## src/rtl/fsr_pkg.sv

```systemverilog
`timescale 1ns/1ps
// Shared types for the status read logic.
package fsr_pkg;
    // Kind of embedded operation in progress.
    typedef enum logic {
        OP_PROGRAM = 1'b0,
        OP_ERASE   = 1'b1
    } op_kind_e;
endpackage

```

## src/rtl/fsr_read_detect.sv

```systemverilog
`timescale 1ns/1ps
// Read strobe detector.
// Combines the bus strobes into a read-active level and flags the first
// clock of each read (onset). Assumes the strobes are already synchronous.
module fsr_read_detect (
    input  logic clk,
    input  logic rst_n,
    input  logic ce_n,
    input  logic oe_n,
    input  logic we_n,
    input  logic bus_rst_n,
    output logic rd_act,
    output logic rd_onset
);
    logic rd_q;

    // Read is active when selected, output enabled, not writing, not in bus reset.
    always_comb rd_act = !ce_n && !oe_n && we_n && bus_rst_n;

    // Remember last cycle's read level for edge detection.
    always_ff @(posedge clk) begin
        if (!rst_n) rd_q <= 1'b0;
        else        rd_q <= rd_act;
    end

    assign rd_onset = rd_act && !rd_q;

    // an onset cannot repeat in the very next cycle.
    assert_onset_single_R6: assert property (@(posedge clk) disable iff (!rst_n)
        rd_onset |=> !rd_onset);
endmodule

```

## src/rtl/fsr_op_track.sv

```systemverilog
`timescale 1ns/1ps
// Operation tracker.
// Holds the busy flag, the operation kind, the polled data bit and the
// toggle flip-flop. Publishes next-state values so that a read in the same
// cycle as a start or done pulse sees the state after that pulse.
// Assumes op_start and op_done are single-cycle pulses.
module fsr_op_track
    import fsr_pkg::*;
(
    input  logic     clk,
    input  logic     rst_n,
    input  logic     op_start,
    input  logic     op_erase,
    input  logic     op_poll_bit,
    input  logic     op_done,
    input  logic     rd_onset,
    output logic     busy_q,
    output logic     busy_nx,
    output op_kind_e kind_nx,
    output logic     poll_nx,
    output logic     tog_nx
);
    op_kind_e kind_q;
    logic     poll_q;
    logic     tog_q;

    // Next-state: start wins over done; the toggle advances on read onset while busy.
    always_comb begin
        busy_nx = op_start || (busy_q && !op_done);
        kind_nx = op_start ? op_kind_e'(op_erase) : kind_q;
        poll_nx = op_start ? op_poll_bit : poll_q;
        if (op_start)                tog_nx = 1'b0;
        else if (busy_q && rd_onset) tog_nx = !tog_q;
        else                         tog_nx = tog_q;
    end

    // State registers with synchronous reset.
    always_ff @(posedge clk) begin
        if (!rst_n) begin
            busy_q <= 1'b0;
            kind_q <= OP_PROGRAM;
            poll_q <= 1'b0;
            tog_q  <= 1'b0;
        end else begin
            busy_q <= busy_nx;
            kind_q <= kind_nx;
            poll_q <= poll_nx;
            tog_q  <= tog_nx;
        end
    end

    // a start leaves the block busy with the toggle cleared.
    assert_start_clears_toggle_R7: assert property (@(posedge clk) disable iff (!rst_n)
        op_start |=> (busy_q && !tog_q));
    // each read onset during busy flips the toggle.
    assert_toggle_flips_R6: assert property (@(posedge clk) disable iff (!rst_n)
        (busy_q && rd_onset && !op_start) |=> (tog_q != $past(tog_q)));
    // without onset or start the toggle holds.
    assert_toggle_steady_R6: assert property (@(posedge clk) disable iff (!rst_n)
        (!rd_onset && !op_start) |=> $stable(tog_q));
    // done without start ends busy.
    assert_done_ends_busy_R9: assert property (@(posedge clk) disable iff (!rst_n)
        (op_done && !op_start) |=> !busy_q);
endmodule

```

## src/rtl/fsr_status_mux.sv

```systemverilog
`timescale 1ns/1ps
// Status byte multiplexer.
// Builds the status byte bit by bit and selects between it, array data and
// zero. Assumes POLL_BIT and TOG_BIT are distinct positions below DW.
module fsr_status_mux
    import fsr_pkg::*;
#(
    parameter int DW       = 8,
    parameter int POLL_BIT = 7,
    parameter int TOG_BIT  = 6
) (
    input  logic          rd_act,
    input  logic          busy,
    input  op_kind_e      kind,
    input  logic          poll,
    input  logic          tog,
    input  logic [DW-1:0] arr_rdata,
    output logic [DW-1:0] dout_d
);
    logic [DW-1:0] stat;

    // One status bit per lane: polled bit, toggle bit, or zero fill.
    for (genvar g = 0; g < DW; g++) begin : g_lane
        if (g == POLL_BIT) begin : g_poll
            assign stat[g] = (kind == OP_ERASE) ? 1'b0 : !poll;
        end else if (g == TOG_BIT) begin : g_tog
            assign stat[g] = tog;
        end else begin : g_fill
            assign stat[g] = 1'b0;
        end
    end

    // Pick zero when not reading, status while busy, otherwise array data.
    always_comb begin
        if (!rd_act)   dout_d = '0;
        else if (busy) dout_d = stat;
        else           dout_d = arr_rdata;
    end
endmodule

```

## src/rtl/flash_status_read.sv

```systemverilog
`timescale 1ns/1ps
// Program/erase status read logic, top level.
// Registers the selected byte and its tri-state enable one cycle after the
// bus strobes. Assumes all inputs are synchronous to clk.
module flash_status_read
    import fsr_pkg::*;
#(
    parameter int DW       = 8,
    parameter int POLL_BIT = 7,
    parameter int TOG_BIT  = 6
) (
    input  logic          clk,
    input  logic          rst_n,
    input  logic          bus_rst_n,
    input  logic          ce_n,
    input  logic          oe_n,
    input  logic          we_n,
    input  logic [DW-1:0] arr_rdata,
    input  logic          op_start,
    input  logic          op_erase,
    input  logic          op_poll_bit,
    input  logic          op_done,
    output logic [DW-1:0] dout,
    output logic          dout_oe
);
    logic          rd_act, rd_onset;
    logic          busy_q, busy_nx, poll_nx, tog_nx;
    op_kind_e      kind_nx;
    logic [DW-1:0] dout_d, dout_q;
    logic          oe_q;

    fsr_read_detect u_detect (
        .clk(clk), .rst_n(rst_n), .ce_n(ce_n), .oe_n(oe_n), .we_n(we_n),
        .bus_rst_n(bus_rst_n), .rd_act(rd_act), .rd_onset(rd_onset)
    );

    fsr_op_track u_track (
        .clk(clk), .rst_n(rst_n), .op_start(op_start), .op_erase(op_erase),
        .op_poll_bit(op_poll_bit), .op_done(op_done), .rd_onset(rd_onset),
        .busy_q(busy_q), .busy_nx(busy_nx), .kind_nx(kind_nx),
        .poll_nx(poll_nx), .tog_nx(tog_nx)
    );

    fsr_status_mux #(.DW(DW), .POLL_BIT(POLL_BIT), .TOG_BIT(TOG_BIT)) u_mux (
        .rd_act(rd_act), .busy(busy_nx), .kind(kind_nx), .poll(poll_nx),
        .tog(tog_nx), .arr_rdata(arr_rdata), .dout_d(dout_d)
    );

    // Output stage: register data and enable for the bus driver.
    always_ff @(posedge clk) begin
        if (!rst_n) begin
            dout_q <= '0;
            oe_q   <= 1'b0;
        end else begin
            dout_q <= dout_d;
            oe_q   <= rd_act;
        end
    end

    assign dout    = dout_q;
    assign dout_oe = oe_q;

    // a full read strobe enables the outputs next cycle.
    assert_drive_on_read_R1: assert property (@(posedge clk) disable iff (!rst_n)
        (!ce_n && !oe_n && we_n && bus_rst_n) |=> dout_oe);
    // any gating condition gives high impedance and zero data.
    assert_hiz_gating_R2: assert property (@(posedge clk) disable iff (!rst_n)
        (ce_n || oe_n || !we_n || !bus_rst_n) |=> (!dout_oe && dout == '0));
    // idle read passes array data through.
    assert_idle_data_R3: assert property (@(posedge clk) disable iff (!rst_n)
        (rd_act && !busy_q && !op_start) |=> (dout == $past(arr_rdata)));
    // erase started with a read in the same cycle reports polled bit 0.
    assert_erase_poll_zero_R5: assert property (@(posedge clk) disable iff (!rst_n)
        (rd_act && op_start && op_erase) |=> !dout[POLL_BIT]);
    // read coinciding with done returns array data.
    assert_done_true_data_R9: assert property (@(posedge clk) disable iff (!rst_n)
        (rd_act && op_done && !op_start) |=> (dout == $past(arr_rdata)));
endmodule

```

## config.mk

```make
export PLATFORM = sky130hd
export DESIGN_NAME = flash_status_read
export DESIGN_NICKNAME = d
export VERILOG_FILES = /design/src/rtl/fsr_pkg.sv /design/src/rtl/fsr_read_detect.sv /design/src/rtl/fsr_op_track.sv /design/src/rtl/fsr_status_mux.sv /design/src/rtl/flash_status_read.sv
export SDC_FILE = /design/constraint.sdc
export NUM_CORES = 1
export LEC_CHECK = 0
export BUFFER_PORTS_ARGS = -buffer_cell sky130_fd_sc_hd__buf_4
export CAP_MARGIN = 0
export CORE_MARGIN = 2
export CORE_UTILIZATION = 41
export DETAILED_ROUTE_END_ITERATION = 10
export PLACE_DENSITY_LB_ADDON = 0.12
export SLEW_MARGIN = 10
export SYNTH_ARGS = -nofsm -noshare
export SYNTH_HDL_FRONTEND = slang
export SYNTH_HIERARCHICAL = 1
export SYNTH_SLANG_ARGS = --single-unit
```

## constraint.sdc

```tcl
create_clock -name clk -period 1.7 [get_ports clk]
set_input_delay 0.17 -clock clk [delete_from_list [all_inputs] [get_ports clk]]
set_output_delay 0.17 -clock clk [all_outputs]
set_load 0.01 [all_outputs]
```

Word level (Yosys, flattened, before mapping)
Index checks and enable logic that the tools add are counted.
W data, S select, Z words.
Word-level totals
  register bits after elaboration: 13
  bits of input ports: 18
  output and inout port bits: 9
  logic and storage cells: 30
Cells by class
  muxes and demuxes: 6
  bitwise logic cells: 2
  reductions and logical operators: 15
Operator list (count)
  $mux W8: 1
  $logic_and A1 B1 Y1: 6
  $logic_not A1 Y1: 6
  $mux W1: 5
  $reduce_or A3 Y1: 1
  $not A1 Y1: 2
  $reduce_and A2 Y1: 1
  $logic_or A1 B1 Y1: 1

Depth between registers and ports, before layout
  word-level depth: 9
  mapped depth: 7
  depth with buffers taken out: 7

Hierarchy
Netlist, hierarchy kept.
Modules (own cells, without submodules)
  flash_status_read: instances 1, cells an instance 18, area each 236.5 um2, sequential area each 180.2 um2
  fsr_op_track: instances 1, cells an instance 16, area each 176.4 um2, sequential area each 80.1 um2
  fsr_status_mux: instances 1, cells an instance 11, area each 87.6 um2, sequential area each 0.0 um2
  fsr_read_detect: instances 1, cells an instance 4, area each 52.6 um2, sequential area each 20.0 um2

Worst setup path after synthesis
No wires, ideal clock.
  path kind: reg2reg
  from: register u_track.busy_q
  to: register dout_q[7] (netlist: dout[7])
  setup time: 115 ps
  arrival time: 1150 ps
  data required time: 1585 ps
  setup slack: 435 ps
  stages on the path, launching flop included: 6
  buffers on the path: 0
  period minus slack after synthesis: 1265 ps
  path through: dfxtp_1 > nor2b_1 > or2_1 > and4bb_1 > a21o_1 > and2_1
On the way
  longest elaborated chain between the ends: 3
Ends and longest elaborated chain
  start, declared: line fsr_op_track.sv:17  | output logic busy_q,
  start signal, assigned: line fsr_op_track.sv:45  | busy_q <= busy_nx;
  $logic_and A1 B1 Y1: line fsr_op_track.sv:29  | busy_nx = op_start || (busy_q && !op_done);
  $logic_or A1 B1 Y1: line fsr_op_track.sv:29
  net busy_nx: line flash_status_read.sv:27  | logic busy_q, busy_nx, poll_nx, tog_nx;
  $mux W8: line fsr_status_mux.sv:36  | else if (busy) dout_d = stat;
  end signal, assigned: line flash_status_read.sv:55  | dout_q <= dout_d;
  end, declared: line flash_status_read.sv:29  | logic [DW-1:0] dout_d, dout_q;
The timed path passes the listed nets, and every way through them passes these cells.
A chain may end at the register's enable or synchronous reset.

Final worst setup path
Same ends and word-level chain as after synthesis.

==> metrics <==
status=complete, no violations; Ports=27; first-pass GRT wire length=around 1400 um; via count=around 420; Die Y-Extent=40.7 um; Synth cell types=15; core area=between 1000 and 1500 um^2; relative slew slack=between 80% and 90%; GRT Util Overall=a little over an eighth; NetSw=0.119 mW; DRC violations left=0; share of layout cells above drive strength 1=roughly 45%; max-slew violation count=0; DR WL/cell=roughly 10 um; routing usage on met2=21.4%; FMAX=about 0.75 GHz; crit share post-route=78.7%; maximum VDD drop=0.000405 V; H-tree depth=1; Inserted Clock Buffers=3; Worst EP required=1.87 ns; DR iter-0 viols=1; YS warnings=6; PostCTS Resize Cnt=0; crit path time final=1.34 ns; PD cells=roughly 730 nW/um^2; GRT busiest layer=met2; Crit Path Class=reg2reg; CTS tree=done; port bufs=26; syn_nets=67; DR vias/cell=4.55; largest net degree at the start of global routing=15; setup ws final=approximately 0.36 ns; clk sinks=14; met1 Use GR=15.0%; DP Worst Slack=0.294 ns; CTS root buf=clkbuf_4; CP Capture Type=flop; M3 GR Usage=roughly 5%; Final GP Congestion=between 0.6 and 0.7; Die Span X=between 40 and 50 um; Clock Pin Slew Worst Setup and Hold Paths=0.08 ns; syn avg cell area=about 11 um^2; CP peak stage delay=0.33 ns; antenna diode count=0; Filler cells=approximately 130; initial antenna violation count=0; Fin Setup TNS=0 ns; critical-path cell list=nor2b_1 -> or2_1 -> and4bb_1 -> a21o_1 -> and2_1; Clock Skew=0.00349 ns; Critical Path AT=between 1.5 and 2 ns; RSZ-0062 raised after global routing=false; Initial Utilization=between 40% and 50%; Worst Path Buf+Inv=0; Syn Inst Count=49; Top delay family on crit path=simple AND/OR/NAND/NOR gates; routed wire length=968 um; Synth-to-Final Area Change=42.8%; mapped cell area=553 um^2; sequential fraction of the synthesis area=50.7%; Final ANT Viol Nets=0; post-CTS setup repair buffer count=0; grt ovf=0; CTS max path bufs=2; worst hold path type=in2reg; fin nets=98; Worst-Skew Late Latency=roughly 0.27 ns; R2R Setup Slk=about 0.36 ns; row count=13; Max Cap Viol=0; Pre-Repair DR Iteration Count=2; Final Hold Viols=0; startpoint type of the worst setup path=flop; Logic pwr share=10.8%; slew of the pin with the lowest slew margin=about 0.19 ns; Die ar.=around 1700 um^2; CP max FO=3; vias in the first global route=around 370; leakage=0.380 nW; Clk network pwr share=roughly 31%; CP max stage cell=dfxtp_1; final setup vio count=0; part of the power in registers=roughly three fifths; cell internal pwr=between 0.4 and 0.5 mW; hold_buf cts=0; switching share of power=20.6%; number of synthesized register bits=14
cells in the final DEF (no fill, tap or decap):
master / netlist / final
o21a_1: 1 / 1
a21oi_1: 2 / 2
clkbuf_4: 0 / 3
nand2b_1: 1 / 1
mux2i_1: 1 / 1
mux2_4: 2 / 2
a21bo_2: 1 / 1
buf_4: 0 / 26
nor2b_4: 2 / 2
and4bb_2: 1 / 1
or2_1: 1 / 1
nor2b_1: 2 / 2
a21o_1: 1 / 1
dfxtp_1: 14 / 14
and2_1: 18 / 18
nand3b_1: 1 / 1
and4bb_1: 1 / 1
kinds of logic after synthesis:
family | synth area share, %
muxes | 7.24
DFF | 50.7
AOI/OAI and AO/OA | 6.34
and+or+nand+nor | 35.7
metal layers:
layer | vias to the layer above | wire length (um) | part of all wire (%)
li1 | 223 | - | -
met1 | 185 | 402 | 42
met2 | 15 | 494 | 51
met3 | 0 | 71 | 7.3
met4 | 0 | 0 | 0
met5 | - | 0 | 0
metrics by stage:
step / utilization [%] / power (mW) / hold WS (ns) / cell area [um^2] / cells
CTS: 61.4 / 0.591 / 0.152 / 790 / 93
floorplan: - / 0.368 / 0.288 / 553 / 49
detailed placement: 59.7 / 0.408 / 0.446 / 767 / 90
global placement: 59.7 / 0.407 / 0.442 / 767 / 90
global route: 61.4 / 0.608 / 0.167 / 790 / 93
finish: 61.4 / 0.578 / 0.159 / 790 / 93
power by group through the flow:
stage	Combinational [mW]	Clock (mW)	Sequential (mW)
floorplan	0.0236	0	0.345
global placement	0.0627	0	0.344
detailed placement	0.0636	0	0.344
CTS	0.0639	0.190	0.337
global route	0.0682	0.203	0.337
finish	0.0627	0.179	0.337
synthesized netlist by cell type:
cell,instances,area share [%]
a21oi_1,2,1.8
and4bb_2,1,2.3
a21bo_2,1,1.8
mux2_4,2,5.4
or2_1,1,1.1
and2_1,18,20
and4bb_1,1,2.3
nor2b_1,2,2.3
o21a_1,1,1.4
mux2i_1,1,1.8
dfxtp_1,14,51
nor2b_4,2,5.0
a21o_1,1,1.4
nand2b_1,1,1.1
nand3b_1,1,1.4
cell type report:
type                            count  area [um^2]  area share [%]
Sequential cell                    14          280            35.5
Tap cell                           15         18.8            2.38
Timing Repair Buffer               26          195            24.7
Clock buffer                        3         22.5            2.85
Multi-Input combinational cell     35          273            34.5
worst register-to-register path, delay by kind of cell, from the launching register on:
| family | cells | cell delay, ns |
|---|---|---|
| AND/OR/NAND/NOR | 4 | 0.77 |
| AO/OA/AOI/OAI | 1 | 0.14 |
| flip-flops | 1 | 0.33 |
sequential cells by signal, indices dropped and copies added (netlist names):
register / flops
dout_oe: 1
u_track/kind_q: 1
u_track/busy_q: 1
dout: 8
u_track/tog_q: 1
u_track/poll_q: 1
u_detect/rd_q: 1
path summary, 6_finish.rpt:
check | start | to | depth (start not counted)
setup / recovery | u_track/busy_q | dout[7] | 5
hold / removal | op_start | u_track/busy_q | 2
setup reg to reg | u_track/busy_q | dout[7] | 5
hold reg to reg | u_track/busy_q | u_track/tog_q | 2
Power figures use the tool's default switching activity.
